File: config.mk
export PLATFORM = sky130hd
export DESIGN_NAME = tbljmp_fetch
export DESIGN_NICKNAME = d
export VERILOG_FILES = /design/src/rtl/tjt_pkg.sv /design/src/rtl/tjt_gate.sv /design/src/rtl/tjt_addr_gen.sv /design/src/rtl/tjt_fetch_ctl.sv /design/src/rtl/tbljmp_fetch.sv
export SDC_FILE = /design/constraint.sdc
export NUM_CORES = 1
export LEC_CHECK = 0
export CAP_MARGIN = 20
export CELL_PAD_IN_SITES_DETAIL_PLACEMENT = 2
export CELL_PAD_IN_SITES_GLOBAL_PLACEMENT = 2
export CORE_MARGIN = 1.5
export CORE_UTILIZATION = 37
export CTS_CLUSTER_SIZE = 16
export DETAILED_ROUTE_END_ITERATION = 7
export DONT_BUFFER_PORTS = 1
export PLACE_DENSITY_LB_ADDON = 0.1
export SYNTH_ARGS = -nofsm -noshare
export SYNTH_HDL_FRONTEND = slang
export SYNTH_SLANG_ARGS = --single-unit
File: constraint.sdc
create_clock -name clk -period 10.6 [get_ports clk]
set_input_delay 2.12 -clock clk [delete_from_list [all_inputs] [get_ports clk]]
set_output_delay 2.12 -clock clk [all_outputs]
set_load 0.01 [all_outputs]
File: src/rtl/tjt_pkg.sv
package tjt_pkg;

    localparam int CAUSE_IFAULT  = 1;
    localparam int CAUSE_ILLEGAL = 2;
    localparam int CAUSE_VIRT    = 22;

    typedef enum logic [1:0] {
        PERM_OK        = 2'b00,
        PERM_DENY      = 2'b01,
        PERM_DENY_VIRT = 2'b10,
        PERM_RSVD      = 2'b11
    } perm_e;

    typedef enum logic [1:0] {
        V_FETCH,
        V_ILLEGAL,
        V_VIRT
    } verdict_e;

    typedef enum logic {
        ST_IDLE,
        ST_FETCH
    } state_e;

    function automatic int cause_of(verdict_e v);
        case (v)
            V_VIRT:  return CAUSE_VIRT;
            default: return CAUSE_ILLEGAL;
        endcase
    endfunction

endpackage

File: src/rtl/tjt_gate.sv
module tjt_gate
    import tjt_pkg::*;
#(
    parameter int MODE_W = 6
) (
    input  logic [1:0]        perm,
    input  logic [MODE_W-1:0] mode,
    output verdict_e          verdict
);
    // Permission outranks the mode field.
    always_comb begin
        case (perm_e'(perm))
            PERM_OK:        verdict = (mode == '0) ? V_FETCH : V_ILLEGAL;
            PERM_DENY_VIRT: verdict = V_VIRT;
            default:        verdict = V_ILLEGAL;
        endcase
    end
endmodule

File: src/rtl/tjt_addr_gen.sv
module tjt_addr_gen #(
    parameter int ADDR_W = 64,
    parameter int IDX_W  = 8,
    parameter int MODE_W = 6
) (
    input  logic [ADDR_W-1:0] csr,
    input  logic [IDX_W-1:0]  idx,
    input  logic              x64,
    output logic [ADDR_W-1:0] addr
);
    localparam logic [ADDR_W-1:0] BASE_MASK = ~ADDR_W'((64'd1 << MODE_W) - 64'd1);

    logic [ADDR_W-1:0] base;
    logic [ADDR_W-1:0] offset;
    logic [ADDR_W-1:0] sum;

    always_comb begin
        base   = csr & BASE_MASK;
        offset = x64 ? (ADDR_W'(idx) << 3) : (ADDR_W'(idx) << 2);
        sum    = base + offset;
    end

    generate
        if (ADDR_W > 32) begin : g_wide
            localparam logic [ADDR_W-1:0] LOW_MASK = ADDR_W'(64'hFFFF_FFFF);
            assign addr = x64 ? sum : (sum & LOW_MASK);
        end else begin : g_narrow
            assign addr = sum;
        end
    endgenerate
endmodule

File: src/rtl/tjt_fetch_ctl.sv
module tjt_fetch_ctl
    import tjt_pkg::*;
#(
    parameter int ADDR_W  = 64,
    parameter int CAUSE_W = 5
) (
    input  logic               clk,
    input  logic               rst,
    input  logic               req_valid,
    input  verdict_e           verdict,
    input  logic               x64,
    input  logic [ADDR_W-1:0]  entry_addr,
    output logic               busy,
    output logic               mem_req,
    output logic [ADDR_W-1:0]  mem_addr,
    output logic               mem_dword,
    input  logic               mem_ack,
    input  logic [ADDR_W-1:0]  mem_rdata,
    input  logic               mem_fault,
    output logic               done,
    output logic [ADDR_W-1:0]  target,
    output logic               exc,
    output logic [CAUSE_W-1:0] exc_cause
);
    localparam logic [ADDR_W-1:0] LOW_MASK = ADDR_W'(64'hFFFF_FFFF);

    state_e              state_q;
    logic [ADDR_W-1:0]   addr_q;
    logic                x64_q;
    logic                done_q;
    logic                exc_q;
    logic [CAUSE_W-1:0]  cause_q;
    logic [ADDR_W-1:0]   target_q;
    logic [ADDR_W-1:0]   shaped;
    logic                accept;

    assign accept = req_valid && (state_q == ST_IDLE);

    always_comb begin
        shaped = x64_q ? mem_rdata : (mem_rdata & LOW_MASK);
        shaped[0] = 1'b0;
    end

    always_ff @(posedge clk) begin
        if (rst) begin
            state_q  <= ST_IDLE;
            addr_q   <= '0;
            x64_q    <= 1'b0;
            done_q   <= 1'b0;
            exc_q    <= 1'b0;
            cause_q  <= '0;
            target_q <= '0;
        end else begin
            done_q <= 1'b0;
            exc_q  <= 1'b0;
            case (state_q)
                ST_IDLE: begin
                    if (accept) begin
                        if (verdict == V_FETCH) begin
                            state_q <= ST_FETCH;
                            addr_q  <= entry_addr;
                            x64_q   <= x64;
                        end else begin
                            exc_q   <= 1'b1;
                            cause_q <= CAUSE_W'(cause_of(verdict));
                        end
                    end
                end
                default: begin
                    if (mem_ack) begin
                        state_q <= ST_IDLE;
                        if (mem_fault) begin
                            exc_q   <= 1'b1;
                            cause_q <= CAUSE_W'(CAUSE_IFAULT);
                        end else begin
                            done_q   <= 1'b1;
                            target_q <= shaped;
                        end
                    end
                end
            endcase
        end
    end

    assign busy      = (state_q == ST_FETCH);
    assign mem_req   = busy;
    assign mem_addr  = addr_q;
    assign mem_dword = x64_q;
    assign done      = done_q;
    assign exc       = exc_q;
    assign target    = target_q;
    assign exc_cause = cause_q;

    // a rejected request never starts a read and reports at once
    a_r1_no_fetch_on_reject: assert property (@(posedge clk) disable iff (rst)
        accept && (verdict != V_FETCH) |=> !mem_req && exc);

    // one result kind per cycle
    a_r7_single_result: assert property (@(posedge clk) disable iff (rst)
        !(done && exc));

    // request and address hold until acknowledged
    a_r9_hold_request: assert property (@(posedge clk) disable iff (rst)
        mem_req && !mem_ack |=> mem_req && $stable(mem_addr) && $stable(mem_dword));

    // bit 0 of the target is always clear
    a_r5_lsb_clear: assert property (@(posedge clk) disable iff (rst)
        done |-> !target[0]);

    // narrow-width targets are zero-extended
    a_r5_zero_ext: assert property (@(posedge clk) disable iff (rst)
        done && !x64_q |-> (target & ~LOW_MASK) == '0);

    // the read finishes in the cycle after acknowledge
    a_r8_release: assert property (@(posedge clk) disable iff (rst)
        mem_req && mem_ack |=> !busy && (done || exc));
endmodule

File: src/rtl/tbljmp_fetch.sv
module tbljmp_fetch
    import tjt_pkg::*;
#(
    parameter int ADDR_W  = 64,
    parameter int IDX_W   = 8,
    parameter int MODE_W  = 6,
    parameter int CAUSE_W = 5
) (
    input  logic               clk,
    input  logic               rst,
    input  logic               req_valid,
    input  logic [IDX_W-1:0]   req_index,
    input  logic [ADDR_W-1:0]  tbl_csr,
    input  logic               xlen64,
    input  logic [1:0]         tbl_perm,
    output logic               busy,
    output logic               mem_req,
    output logic [ADDR_W-1:0]  mem_addr,
    output logic               mem_dword,
    input  logic               mem_ack,
    input  logic [ADDR_W-1:0]  mem_rdata,
    input  logic               mem_fault,
    output logic               done,
    output logic [ADDR_W-1:0]  target,
    output logic               exc,
    output logic [CAUSE_W-1:0] exc_cause
);
    verdict_e          verdict;
    logic [ADDR_W-1:0] entry_addr;

    tjt_gate #(.MODE_W(MODE_W)) u_gate (
        .perm    (tbl_perm),
        .mode    (tbl_csr[MODE_W-1:0]),
        .verdict (verdict)
    );

    tjt_addr_gen #(.ADDR_W(ADDR_W), .IDX_W(IDX_W), .MODE_W(MODE_W)) u_addr (
        .csr  (tbl_csr),
        .idx  (req_index),
        .x64  (xlen64),
        .addr (entry_addr)
    );

    tjt_fetch_ctl #(.ADDR_W(ADDR_W), .CAUSE_W(CAUSE_W)) u_ctl (
        .clk        (clk),
        .rst        (rst),
        .req_valid  (req_valid),
        .verdict    (verdict),
        .x64        (xlen64),
        .entry_addr (entry_addr),
        .busy       (busy),
        .mem_req    (mem_req),
        .mem_addr   (mem_addr),
        .mem_dword  (mem_dword),
        .mem_ack    (mem_ack),
        .mem_rdata  (mem_rdata),
        .mem_fault  (mem_fault),
        .done       (done),
        .target     (target),
        .exc        (exc),
        .exc_cause  (exc_cause)
    );

    // outstanding read implies an active request on the port
    a_r8_busy_req: assert property (@(posedge clk) disable iff (rst)
        busy |-> mem_req);
endmodule

**Word level (Yosys, flattened, before mapping)**

Index checks and enable logic that the tools add are counted.

- Add/sub/neg operators: 1
- Equal/unequal tests: 5
- Mux-type cells: 21
- Bitwise logic cells: 3
- Reduce and logical (&&, ||, !) cells: 9

Operators with widths:

| kind | count |
|---|---|
| 64-bit two-way mux | 2 |
| 64-bit adder | 1 |
| 5-bit two-way mux | 6 |
| 1-bit two-way mux | 11 |
| 11-bit two-way mux | 1 |
| 6-bit zero test | 1 |
| 3-bit AND reduction | 2 |
| 2-bit equality test, second input constant | 2 |
| 2-bit zero test | 2 |
| 2-bit != test, second input constant | 2 |
| 2-bit case mux with 2 select lines | 1 |
| 4-bit AND reduction | 1 |
| 1-bit NOT | 3 |
| 3-bit OR reduction | 1 |
| 2-bit by 1-bit != test with 1-bit output, second input constant | 1 |
| 2-bit nonzero test | 1 |
| 1-bit logical AND | 1 |

- Register bits: 136
- Input bits: 144
- Output and inout bits: 138
- Word-level logic and storage cells: 46

**Logic depth before layout (Yosys ltp)**

Gate-level depths: netlist of the first run.

- Depth after elaboration: 8
- Mapped depth: 10
- Depth with buffers taken out: 8

**Hierarchy**

Synthesis of the first run repeated with hierarchy kept, for this count alone.

- Cell total of the unflattened synthesis: 801
- Area, all modules: 6354.8 um^2

By module, submodules not included:

| module | times used | cells an instance | area an instance (um^2) | seq. area each (um^2) |
|---|---|---|---|---|
| tjt_fetch_ctl | 1 | 518 | 4521.8 | 2682.6 |
| tjt_addr_gen | 1 | 279 | 1804.2 | 0.0 |
| tjt_gate | 1 | 4 | 28.8 | 0.0 |

**Least setup slack after synthesis of the first run**

No wires, ideal clock.

- Path kind: input to register
- Start: in xlen64
- End: reg u_ctl.addr_q[22] (netlist: u_ctl.mem_addr[22])
- Setup time: 0.086 ns
- Arrival: 4.854 ns
- Data required time: 10.514 ns
- Slack: 5.661 ns
- Cell stages on the path: 10
- Buffers on the path: 2
- Path through: clkbuf_1 > mux2_2 > ha_1 > fa_1 > a211o_2 > a21oi_1 > clkbuf_1 > nor4_1 > xnor2_1 > a211oi_1

- Cells in the longest elaborated chain, start to end: 3

Ends and longest elaborated chain:

| item | line | RTL |
|---|---|---|
| from (decl) | tbljmp_fetch.sv:14 | `input logic xlen64,` |
| 11-bit two-way mux | tjt_addr_gen.sv:19 | `offset = x64 ? (ADDR_W'(idx) << 3) : (ADDR_W'(idx) << 2);` |
| 64-bit adder | tjt_addr_gen.sv:20 | `sum = base + offset;` |
| 64-bit two-way mux | tjt_addr_gen.sv:26 | `assign addr = x64 ? sum : (sum & LOW_MASK);` |
| to (signal assigned) | tjt_fetch_ctl.sv:61 | `addr_q <= entry_addr;` |
| to (decl) | tjt_fetch_ctl.sv:28 | `logic [ADDR_W-1:0] addr_q;` |

Every way passes these cells.
A chain may end at the register's enable or synchronous reset.

**Worst setup path in the final report of the first run**

- Start: in xlen64
- End: reg u_ctl.addr_q[47] (netlist: u_ctl.mem_addr[47])

- Cells in the longest elaborated chain, start to end: 3

Ends and longest elaborated chain:

| item | line |
|---|---|
| 11-bit two-way mux | tjt_addr_gen.sv:19 |
| 64-bit adder | tjt_addr_gen.sv:20 |
| 64-bit two-way mux * | tjt_addr_gen.sv:26 |

Mark *: on every way between the ends. The rest lies on a longest branch, timed or not.

==> results of run 1 <==
## power by group
part | internal, mW | switching, mW | total (mW) | leakage (nW)
Combinational | 0.0193 | 0.0288 | 0.0481 | 0.984
Clock | 0.311 | 0.260 | 0.572 | 0.273
Sequential | 0.497 | 0.00149 | 0.498 | 1.06
Total | 0.827 | 0.291 | 1.12 | 2.32
## flip-flops by register name, indices dropped and copies added (netlist names)
name / count
u_ctl.mem_addr: 62
u_ctl.exc: 1
u_ctl.busy: 1
u_ctl.target: 63
u_ctl.mem_dword: 1
u_ctl.done: 1
u_ctl.exc_cause: 3
## worst max-delay path, cell delays in order
cell and delay, ns:
mux2_2 0.30, ha_1 0.40, o21ai_0 0.13, o21ai_0 0.52, nand3_1 0.70, o311a_1 0.56, a221o_1 0.27
## through the flow
stage | setup slack [ns] | hold WS, ns | cells | utilization [%]
floorplan | 5.66 | 0.476 | 724 | -
global placement | 5.59 | 0.485 | 886 | 38.5
detailed placement | 5.46 | 0.491 | 886 | 38.5
CTS | 5.89 | 0.500 | 918 | 42.0
global route | 5.62 | 0.519 | 921 | 42.3
finish | 5.89 | 0.497 | 921 | 42.3
## final cells by class
type	count	area, µm²	area share, %
repair buffers	9	95.1	1.40
clock inverters	15	144	2.13
inverters	5	18.8	0.277
multi-input cells	526	3170	46.8
diodes	1	2.50	0.0370
well taps	216	270	3.99
clock buffers	17	425	6.28
flip-flops and latches	132	2640	39.0
## worst paths after layout
check	depth (start not counted)	from	endpoint	slack (ns)
hold reg to reg	2	u_ctl.target[22]	u_ctl.target[22]	0.50
hold / removal	2	u_ctl.target[22]	u_ctl.target[22]	0.50
setup / recovery	7	xlen64	u_ctl.mem_addr[47]	5.89
setup reg to reg	5	u_ctl.busy	u_ctl.mem_addr[47]	8.13
## layer usage
metal	part of all wire (%)	vias to the layer above	GRT usage, %
met1	38	2782	26.3
met5	0	-	0
met2	51	218	44.4
li1	-	2590	-
met3	8.1	46	9.26
met4	2.9	0	10.4
## kinds of logic (layout without fill, tap and decap cells)
group | count (synthesis) | count (layout) | synth area share (%)
AND/OR/NAND/NOR | 319 | 319 | 25.6
multiplexers | 7 | 7 | 1.23
buffers and inverters | 66 | 46 | 5.10
other | 1 | 5 | 0.0614
adder cells (fa/ha/maj) | 6 | 6 | 1.35
XOR/XNOR | 21 | 21 | 3.01
AO/OA/AOI/OAI | 169 | 169 | 20.4
flip-flops | 132 | 132 | 43.3
## cell usage in the layout, fill, tap and decap left out, types with 7 or more instances in the layout
cell type | netlist | layout
nand2_1 | 111 | 111
xnor2_1 | 18 | 18
a32oi_1 | 10 | 10
nor4_1 | 17 | 17
dfxtp_1 | 132 | 132
a22o_1 | 32 | 32
nor2_1 | 49 | 46
o211ai_1 | 15 | 15
buf_4 | 6 | 7
a21oi_1 | 40 | 40
and4_1 | 7 | 7
and3_1 | 16 | 15
o21ai_0 | 9 | 9
nand3_1 | 50 | 50
a211o_1 | 8 | 8
nand4_1 | 22 | 22
nor3_1 | 19 | 19
clkbuf_16 | 0 | 17
a211oi_1 | 24 | 24
==> impl_summary.log, run 1 <==
INFO  metric drt_wl_total = 22.1 mm
INFO  metric timing.slew.headroom = 27.4%
INFO  metric design.final.nets = 841
INFO  metric route.detailed.drc = 0
INFO  metric cp-start-kind = primary input
INFO  metric synth_most_common_cell = dfxtp_1
INFO  metric final_antenna_net_count = 0
INFO  metric synth_largest_area_cell = dfxtp_1
INFO  metric final_min_period_over_clock_period = 44.4%
INFO  metric synthFlopType = dfxtp_1
INFO  metric grt_pass1_vias = 6091
INFO  metric drt_iter0_drc = 225
INFO  metric postPlaceCellArea = 6150 µm²
INFO  metric fillCellCount = 1797
INFO  metric max_fo_critical_path = 15
INFO  metric final-max-slew-violation-count = 0
INFO  metric ios = 282
INFO  metric post_cts_hold_buffer_count = 0
INFO  metric grt.total_usage = 24.9%
INFO  metric grt_antenna_before_repair = 1
INFO  metric tightestPinTransition = 1.08 ns
INFO  metric synth-edff-count = 0
INFO  metric row_count = 46
INFO  metric seq_area_frac_synth = 43.3%
INFO  metric cap_viol_max_count = 0
INFO  metric grt_max_degree = 74
INFO  metric finClkSkew = 0.0119 ns
INFO  metric ys_warn_count = 0
INFO  metric route.detailed.wl_per_inst = 24.0 µm
INFO  metric clk_transition_reported_paths = 0.06 ns
INFO  metric cp.arrival = 5.01 ns
INFO  metric start_util = 38.2%
INFO  metric placement.io_buffers = 0
INFO  metric ys_seq_elements = 132
INFO  metric proportion_of_register_bits_with_asynchronous_set_or_reset_after_synthesis = 0%
INFO  metric final_layout_size_suffix_gt1_share = 8.38%
INFO  metric cts.repair_timing.setup_buffer_count = 0
INFO  metric timing.setup.tns = 0 ns
INFO  metric cts_htree_levels = 4
INFO  metric postCtsResizedCells = 0
INFO  metric clock_period_minus_worst_slack = 4.71 ns
INFO  metric layout.cell_area.non_filler = 6770 µm²
INFO  metric grt_pass1_wl = 34.1 mm
INFO  metric netlist_instances = 721
INFO  metric final-hold-violation-count = 0
INFO  metric num_cts_buffers = 17
INFO  metric hp-class = reg -> reg
INFO  metric die_w = 131 µm
INFO  metric firstDrtPassIters = 4
INFO  metric place.detailed.hpwl = 15.7 mm
INFO  metric insertion_delay = 0.43 ns
INFO  metric ir_worst_vdd = 119 µV
INFO  metric setup.worst_path.class = in -> reg
INFO  metric via_count = 5636
INFO  metric area_growth = 10.9%
INFO  metric root_buffer = clkbuf_16
INFO  metric synth_cell_type_count = 60
INFO  metric static-leakage-power = 2.32 nW
INFO  metric power-per-cell-area = 165 nW/µm²
INFO  metric synth_top_cells_by_count = 132 x dfxtp_1, 111 x nand2_1, 50 x nand3_1
INFO  metric cp_data_required_time = 10.91 ns
INFO  metric routabilityCongestion = 0.823
INFO  metric grt.overflow.total = 0
INFO  metric critPathCaptureType = flop
INFO  metric viasPerCell = 6.12
INFO  metric synth_area_leaders = dfxtp_1 43%, nand2_1 6.8%, a22o_1 4.6%, nand3_1 4.1%, a21oi_1 3.3%
INFO  metric placeable_core_region = 16000 µm²
INFO  metric max_clock_freq = 212 MHz
INFO  metric die_outline_area = 17300 µm²
INFO  metric chipHeight = 131 µm
INFO  metric unrepaired_setup_endpoints_after_global_routing = false
INFO  metric outcome = finished, final reports clean
INFO  metric numClockSinks = 132
INFO  metric clockBufferDepth = 2
INFO  metric final-setup-viol-count = 0
INFO  metric synth_area_per_cell = 8.47 µm²
INFO  metric synthesis.area = 6100 µm²
INFO  metric tritoncts_clock_tree = yes
INFO  metric power.total = 1.12 mW
INFO  metric post-synth-top-area-fraction = 43.3%
Note: power is estimated with default switching activity, not from simulation.
==> run 2, diff against run 1 <==
--- a/config.mk
+++ b/config.mk
@@ -5,11 +5,12 @@
 export SDC_FILE = /design/constraint.sdc
 export NUM_CORES = 1
 export LEC_CHECK = 0
+export ABC_AREA = 1
 export CAP_MARGIN = 20
 export CELL_PAD_IN_SITES_DETAIL_PLACEMENT = 2
 export CELL_PAD_IN_SITES_GLOBAL_PLACEMENT = 2
 export CORE_MARGIN = 1.5
-export CORE_UTILIZATION = 37
+export CORE_UTILIZATION = 32
 export CTS_CLUSTER_SIZE = 16
 export DETAILED_ROUTE_END_ITERATION = 7
 export DONT_BUFFER_PORTS = 1
==> constraint.sdc (replaced) <==
create_clock -name clk -period 4.9 [get_ports clk]
set_input_delay 0.98 -clock clk [delete_from_list [all_inputs] [get_ports clk]]
set_output_delay 0.98 -clock clk [all_outputs]
set_load 0.01 [all_outputs]
==> impl_summary.log, run 2 <==
INFO  metric ys_warn_count = 0 (unchanged)
INFO  metric synth_top_cells_by_count = 264 x nand2_1, 157 x nor2_1, 132 x dfxtp_1
INFO  metric p_sw = 0.639 mW (+120%)
INFO  metric yosys.area_share.adder = 1.19% (-0.17 points)
INFO  metric regToRegEndpoint = u_ctl.mem_addr[39]
INFO  metric synthFlopType = dfxtp_1
INFO  metric largest_family_of_logic_cells_by_synthesized_area = simple AND/OR/NAND/NOR gates
INFO  metric p_comb_share = 4.9% (+0.6 points)
INFO  metric cts.repair_timing.setup_buffer_count = 0 (unchanged)
INFO  metric finClkSkew = 0.00989 ns (-0.00200 ns)
INFO  metric max_reg_flops = 63 (unchanged)
INFO  metric power.total = 2.58 mW (+130%)
INFO  metric route.detailed.wl_per_inst = 21.4 µm (-11%)
INFO  metric grt_max_degree = 76 (+2.7%)
INFO  metric route.detailed.drc = 0 (unchanged)
INFO  metric drt_wl_total = 28.3 mm (+28%)
INFO  metric power-per-cell-area = 331 nW/µm² (+100%)
INFO  metric post-synth-top-area-fraction = 38.0% (-5.3 points)
INFO  metric synthesis.area = 6960 µm² (+14%)
INFO  metric placeable_core_region = 21200 µm² (+32%)
INFO  metric yosys.area_share.xor_xnor = 2.52% (-0.49 points)
INFO  metric postCtsResizedCells = 0 (unchanged)
INFO  metric synth-edff-count = 0 (unchanged)
INFO  metric timing.setup.tns = 0 ns (unchanged)
INFO  metric setup.worst_path.class = in -> reg
INFO  metric clk_transition_reported_paths = 0.06 ns (about the same)
INFO  metric cap_viol_max_count = 0 (unchanged)
INFO  metric unrepaired_setup_endpoints_after_global_routing = false
INFO  metric ios = 282 (unchanged)
INFO  metric insertion_delay = 0.43 ns (about the same)
INFO  metric final_min_period_over_clock_period = 60.4%
INFO  metric die_outline_area = 22600 µm² (+31%)
INFO  metric design.final.nets = 1186 (+41%)
INFO  metric viasPerCell = 5.27 (-14%)
INFO  metric cp_data_required_time = 5.25 ns (-5.66 ns)
INFO  metric tritoncts_clock_tree = yes
INFO  metric root_buffer = clkbuf_16
INFO  metric placement.io_buffers = 0 (unchanged)
INFO  metric power.clock.fraction = 53.3% (+2.2 points)
INFO  metric min_from = u_ctl.mem_addr[52]
INFO  metric ys_seq_elements = 132 (unchanged)
INFO  metric final-hold-violation-count = 0 (unchanged)
INFO  metric start_util = 32.9% (-5.3 points)
INFO  metric final_layout_size_suffix_gt1_share = 7.82% (-0.56 points)
INFO  metric drt_iter0_drc = 278 (+24%)
INFO  metric max_clock_freq = 338 MHz
INFO  metric ir_worst_vdd = 186 µV (+57%)
INFO  metric r2r-start = u_ctl.busy
INFO  metric antennaDiodeCount = 0 (-1)
INFO  metric synth_cell_type_count = 35 (-42%)
INFO  metric area_growth = 11.9%
INFO  metric hold_path_depth = 2 (unchanged)
INFO  metric row_count = 53 (+15%)
INFO  metric grt.overflow.total = 0 (unchanged)
INFO  metric die_w = 150 µm (+14%)
INFO  metric post-place-cells = 1291 (+46%)
INFO  metric final_common_cell = nand2_1
INFO  metric seq_power_share = 41.9% (-2.7 points)
INFO  metric seq_area_frac_synth = 38.0% (-5.3 points)
INFO  metric final-setup-viol-count = 0 (unchanged)
INFO  metric clockBufferDepth = 2 (unchanged)
INFO  metric synth-compound-area-share = 13.5% (-6.9 points)
INFO  metric synth_largest_area_cell = dfxtp_1
INFO  metric final-instance-count-excl-fill = 1324 (+44%)
INFO  metric pre_cts_ws = 1.49 ns (-3.96 ns)
INFO  metric final_antenna_net_count = 0 (unchanged)
INFO  metric grt.total_usage = 25.2% (+0.29 points)
INFO  metric timing.slew.headroom = 38.7% (+11 points)
INFO  metric postLayoutCoreUtil = 36.8% (-5.5 points)
INFO  metric timing.reg2reg.setup_slack = 2.50 ns (-5.63 ns)
INFO  metric grt_antenna_before_repair = 0 (-1)
INFO  metric netlist_instances = 1056 (+46%)
INFO  metric internal_power = 1.94 mW (+130%)
INFO  metric firstDrtPassIters = 4 (unchanged)
INFO  metric cp.arrival = 3.31 ns (-1.70 ns)
INFO  metric layout_common_cells = 264 x nand2_1, 157 x nor2_1, 132 x dfxtp_1
INFO  metric static-leakage-power = 3.11 nW (+34%)
INFO  metric synth_area_per_cell = 6.59 µm² (-22%)
INFO  metric critPathCaptureType = flop
INFO  metric place.detailed.hpwl = 22.0 mm (+40%)
INFO  metric p_sw_share = 24.8% (-1.2 points)
INFO  metric cts_htree_levels = 4 (unchanged)
INFO  metric post_cts_hold_buffer_count = 0 (unchanged)
INFO  metric tightestPinTransition = 0.918 ns (-0.165 ns)
INFO  metric whs_endpoint = u_ctl.mem_addr[52]
INFO  metric chipHeight = 150 µm (+14%)
INFO  metric outcome = finished, final reports clean
INFO  metric numClockSinks = 132 (unchanged)
INFO  metric worst_reg_to_reg_cells = 6 (+1)
INFO  metric synth_most_common_cell = nand2_1
INFO  metric synth_area_leaders = dfxtp_1 38%, nand2_1 14%, nor2_1 8.5%, nand3_1 7.9%, a21oi_1 5.6%
INFO  metric grt_pass1_wl = 42.8 mm (+25%)
INFO  metric final-max-slew-violation-count = 0 (unchanged)
INFO  metric cp-start-kind = primary input
INFO  metric grt_pass1_vias = 7500 (+23%)
INFO  metric synthSimpleGateAreaFrac = 37.1% (+11 points)
INFO  metric proportion_of_register_bits_with_asynchronous_set_or_reset_after_synthesis = 0% (unchanged)
INFO  metric synth.mux.area_fraction = 0% (-1.2 points)
INFO  metric hp-class = reg -> reg
INFO  metric via_count = 6976 (+24%)
INFO  metric clock_period_minus_worst_slack = 2.96 ns
INFO  metric postLayoutSetupSlackWorst = 1.94 ns (-3.95 ns)
INFO  metric max_fo_critical_path = 9 (-6)
INFO  metric cp-startpoint = xlen64
INFO  metric routabilityCongestion = 0.846 (+2.9%)
INFO  metric num_cts_buffers = 17 (unchanged)
## run 2: worst max-delay path, cell delays in order
cell      delay [ns]
clkinv_1        0.26
nand2_1         0.13
o21ai_0         0.15
fa_1            0.54
nand3_1         0.13
nand3_1         0.24
nand2_1         0.15
nand2_2         0.15
nand2_2         0.20
inv_1           0.08
nand3_1         0.07
nand3_1         0.07
a21oi_1         0.14
## run 2: power by group through the flow
stage | logic [mW] | clock network, mW | registers, mW
after floorplan | 0.109 | 0 | 1.10
after global placement | 0.124 | 0 | 1.10
after detailed placement | 0.126 | 0 | 1.10
after CTS | 0.127 | 1.42 | 1.08
after global routing | 0.142 | 1.46 | 1.08
final | 0.125 | 1.37 | 1.08
## run 2: per-stage QoR
step,hold slack [ns],area [µm²]
3_3_place_gp,0.495,7130
4_1_cts,0.511,7750
5_1_grt,0.539,7780
3_5_place_dp,0.498,7130
6_report,0.512,7780
2_1_floorplan,0.490,6970
## run 2: cell type report
cell class              count  area (µm²)
repair buffers              7        72.6
multi-input cells         796        3790
clock buffers              18         429
inverters                  82         308
fillers                  2591       13400
flip-flops and latches    132        2640
well taps                 275         344
clock inverters            14         191
## run 2: how the worst max path moves through the flow
stage                         endpoint  slack, ns
finish              u_ctl.mem_addr[54]       1.94
global route        u_ctl.mem_addr[62]       1.62
CTS                 u_ctl.mem_addr[54]       1.92
detailed placement  u_ctl.mem_addr[54]       1.49
global placement    u_ctl.mem_addr[62]       1.54
floorplan           u_ctl.mem_addr[54]       1.95
## run 2: cell families (layout without fill, tap and decap cells)
family          count (synthesis)  in the layout
simple gates                  595            595
compound gates                171            171
flops                         132            132
buf+inv                       131            121
xor+xnor                       20             20
fa+ha+maj                       6              6
other cells                     1              4
## run 2: routing by layer
| layer | global-route usage, % | vias up | part of all wire [%] |
|---|---|---|---|
| met3 | 8.70 | 27 | 8.3 |
| li1 | - | 3371 | - |
| met4 | 6.57 | 0 | 1.7 |
| met5 | 0 | - | 0 |
| met1 | 27.8 | 3382 | 40 |
| met2 | 45.7 | 196 | 50 |
==> run 3, diff against run 2 <==
--- a/config.mk
+++ b/config.mk
@@ -5,12 +5,12 @@
 export SDC_FILE = /design/constraint.sdc
 export NUM_CORES = 1
 export LEC_CHECK = 0
-export ABC_AREA = 1
+export ABC_AREA = 0
 export CAP_MARGIN = 20
 export CELL_PAD_IN_SITES_DETAIL_PLACEMENT = 2
 export CELL_PAD_IN_SITES_GLOBAL_PLACEMENT = 2
 export CORE_MARGIN = 1.5
-export CORE_UTILIZATION = 32
+export CORE_UTILIZATION = 35
 export CTS_CLUSTER_SIZE = 16
 export DETAILED_ROUTE_END_ITERATION = 7
 export DONT_BUFFER_PORTS = 1
==> constraint.sdc (replaced) <==
create_clock -name clk -period 2.9 [get_ports clk]
set_input_delay 0.58 -clock clk [delete_from_list [all_inputs] [get_ports clk]]
set_output_delay 0.58 -clock clk [all_outputs]
set_load 0.01 [all_outputs]
==> impl_summary.log, run 3 (same netlist as run 1, synthesis figures left out) <==
INFO  metric postLayoutCoreUtil = 40.4% (+3.6 points)
INFO  metric tritoncts_clock_tree = yes
INFO  metric root_buffer = clkbuf_16
INFO  metric ios = 282 (unchanged)
INFO  metric worst_reg_to_reg_cells = 7 (+1)
INFO  metric die_w = 135 µm (-10%)
INFO  metric layout_common_cells = 132 x dfxtp_1, 111 x nand2_1, 50 x nand3_1
INFO  metric final-max-slew-violation-count = 0 (unchanged)
INFO  metric postCtsResizedCells = 0 (unchanged)
INFO  metric post_cts_hold_buffer_count = 0 (unchanged)
INFO  metric grt.overflow.total = 0 (unchanged)
INFO  metric static-leakage-power = 2.41 nW (-22%)
INFO  metric critical_path.cell_chain = mux2_2, ha_1, o21ai_0, o21ai_0, nand3_1, buf_12, o311a_1, a221o_1
INFO  metric design.final.nets = 855 (-28%)
INFO  metric grt.busiest_layer = met2
INFO  metric final-setup-viol-count = 0 (unchanged)
INFO  metric max_fo_critical_path = 15 (+6)
INFO  metric route.detailed.wl_per_inst = 22.9 µm (+7.0%)
INFO  metric clockBufferDepth = 2 (unchanged)
INFO  metric final-instance-count-excl-fill = 943 (-29%)
INFO  metric cts.repair_timing.setup_buffer_count = 0 (unchanged)
INFO  metric numClockSinks = 132 (unchanged)
INFO  metric regToRegEndpoint = u_ctl.target[39]
INFO  metric final_layout_size_suffix_gt1_share = 10.6% (+2.8 points)
INFO  metric outcome = finished, final reports clean
INFO  metric clock_period_minus_worst_slack = 2.46 ns
INFO  metric timing.critical_path.to = u_ctl.mem_addr[49]
INFO  metric crit_slowest_cell = ha_1
INFO  metric final_antenna_net_count = 0 (unchanged)
INFO  metric die_outline_area = 18200 µm² (-19%)
INFO  metric globalRouteMet3Util = 8.11% (-0.59 points)
INFO  metric setup.worst_path.class = in -> reg
INFO  metric start_util = 35.5% (+2.7 points)
INFO  metric critical-path-max-stage-delay = 0.38 ns (-0.16 ns)
INFO  metric cp_data_required_time = 3.21 ns (-2.04 ns)
INFO  metric timing.reg2reg.setup_slack = 0.82 ns (-1.68 ns)
INFO  metric cts_htree_levels = 4 (unchanged)
INFO  metric antennaDiodeCount = 0 (unchanged)
INFO  metric cap_viol_max_count = 0 (unchanged)
INFO  metric routabilityCongestion = 0.749 (-11%)
INFO  metric drt_wl_total = 21.6 mm (-24%)
INFO  metric r2r-start = u_ctl.busy
INFO  metric clk_transition_reported_paths = 0.07 ns (about the same)
INFO  metric unrepaired_setup_endpoints_after_global_routing = false
INFO  metric area_growth = 13.5%
INFO  metric num_cts_buffers = 17 (unchanged)
INFO  metric grt_antenna_before_repair = 0 (unchanged)
INFO  metric finClkSkew = 0.00779 ns (-0.00210 ns)
INFO  metric via_count = 5650 (-19%)
INFO  metric grt_pass1_vias = 6118 (-18%)
INFO  metric post-place-cells = 911 (-29%)
INFO  metric insertion_delay = 0.42 ns (about the same)
INFO  metric viasPerCell = 5.99 (+14%)
INFO  metric routing_usage_on_met2 = 41.3% (-4.4 points)
INFO  metric drt_iter0_drc = 139 (-50%)
INFO  metric final-hold-violation-count = 0 (unchanged)
INFO  metric firstDrtPassIters = 4 (unchanged)
INFO  metric placeable_core_region = 17200 µm² (-19%)
INFO  metric gr-usage-met1 = 25.8% (-2.0 points)
INFO  metric timing.setup.tns = 0 ns (unchanged)
INFO  metric power-per-cell-area = 614 nW/µm² (+85%)
INFO  metric ir_worst_vdd = 381 µV (+100%)
INFO  metric crit_top_cell = o21ai_0
INFO  metric max_clock_freq = 407 MHz
INFO  metric grt_pass1_wl = 33.0 mm (-23%)
INFO  metric final_min_period_over_clock_period = 84.7%
INFO  metric max_reg_flops = 63 (unchanged)
INFO  metric timing.slew.headroom = 51.4% (+13 points)
INFO  metric cp-start-kind = primary input
INFO  metric tightestPinTransition = 0.722 ns (-0.196 ns)
INFO  metric grt_max_degree = 74 (-2.6%)
INFO  metric placement.io_buffers = 0 (unchanged)
INFO  metric row_count = 48 (-9.4%)
INFO  metric power.total = 4.25 mW (+65%)
INFO  metric final_common_cell = dfxtp_1
INFO  metric critPathCaptureType = flop
INFO  metric route.detailed.drc = 0 (unchanged)
INFO  metric cp-startpoint = xlen64
INFO  metric hp-class = in -> reg
INFO  metric grt.total_usage = 23.2% (-2.0 points)
INFO  metric place.detailed.hpwl = 15.9 mm (-28%)
INFO  metric chipHeight = 135 µm (-10%)
INFO  metric cp.arrival = 2.77 ns (-0.54 ns)
==> run 3: changes by cell type in the layout (fill, tap and decap cells not counted), sizes merged, moves of 11 or more <==
cell	change
o21bai	-11
inv	-72
nand2	-169
nor3	+18
o21a	-11
nor2	-127
a21oi	-38
buf	+16
nand3	-63
a22o	+32
and3	+16
o21ai	-49
nor4	+17
a211oi	+24
==> run 3: critical path: cells and delay by family <==
kind | cells | cell delay [ns]
compound gates | 4 | 1.07
fa+ha+maj | 1 | 0.38
mux | 1 | 0.31
buf+inv | 1 | 0.23
simple gates | 1 | 0.20
==> run 3: layout make-up <==
type	instances	area, µm²
Clock buffer	17	425
Sequential cell	132	2640
Tap cell	225	282
Timing Repair Buffer	23	198
Fill cell	1903	10200
Multi-Input combinational cell	526	3190
Inverter	5	18.8
Clock inverter	15	179
==> run 3: how the worst min path moves through the flow <==
stage / start / endpoint / slack [ns] / depth (start not counted)
6_report: rst / u_ctl.target[30] / 0.22 / 1
5_1_grt: rst / u_ctl.target[28] / 0.21 / 1
4_1_cts: rst / u_ctl.target[28] / 0.20 / 1
3_5_place_dp: u_ctl.target[9] / u_ctl.target[9] / 0.50 / 2
3_3_place_gp: u_ctl.target[9] / u_ctl.target[9] / 0.48 / 2
2_1_floorplan: u_ctl.mem_addr[10] / u_ctl.mem_addr[10] / 0.48 / 2
==> run 3: power by group <==
group | internal (mW) | leakage (nW) | total [mW] | switching [mW]
clock network | 1.31 | 0.292 | 2.24 | 0.940
registers | 1.82 | 1.06 | 1.82 | 0.00506
logic | 0.0781 | 1.05 | 0.187 | 0.109
==> run 3: stage by stage <==
stage               worst slack (ns)  hold slack, ns  cell area [µm²]
floorplan                     0.0252           0.476             6150
global placement              0.0757           0.484             6330
detailed placement            0.0122           0.500             6330
CTS                            0.469           0.202             6930
global route                   0.314           0.206             6930
finish                         0.442           0.220             6930
==> run 3: routing by layer <==
metal  vias up  share of wire [%]
li1       2619                  -
met1      2814                 39
met2       190                 51
met3        27                8.9
met4         0                1.8
met5         -                  0
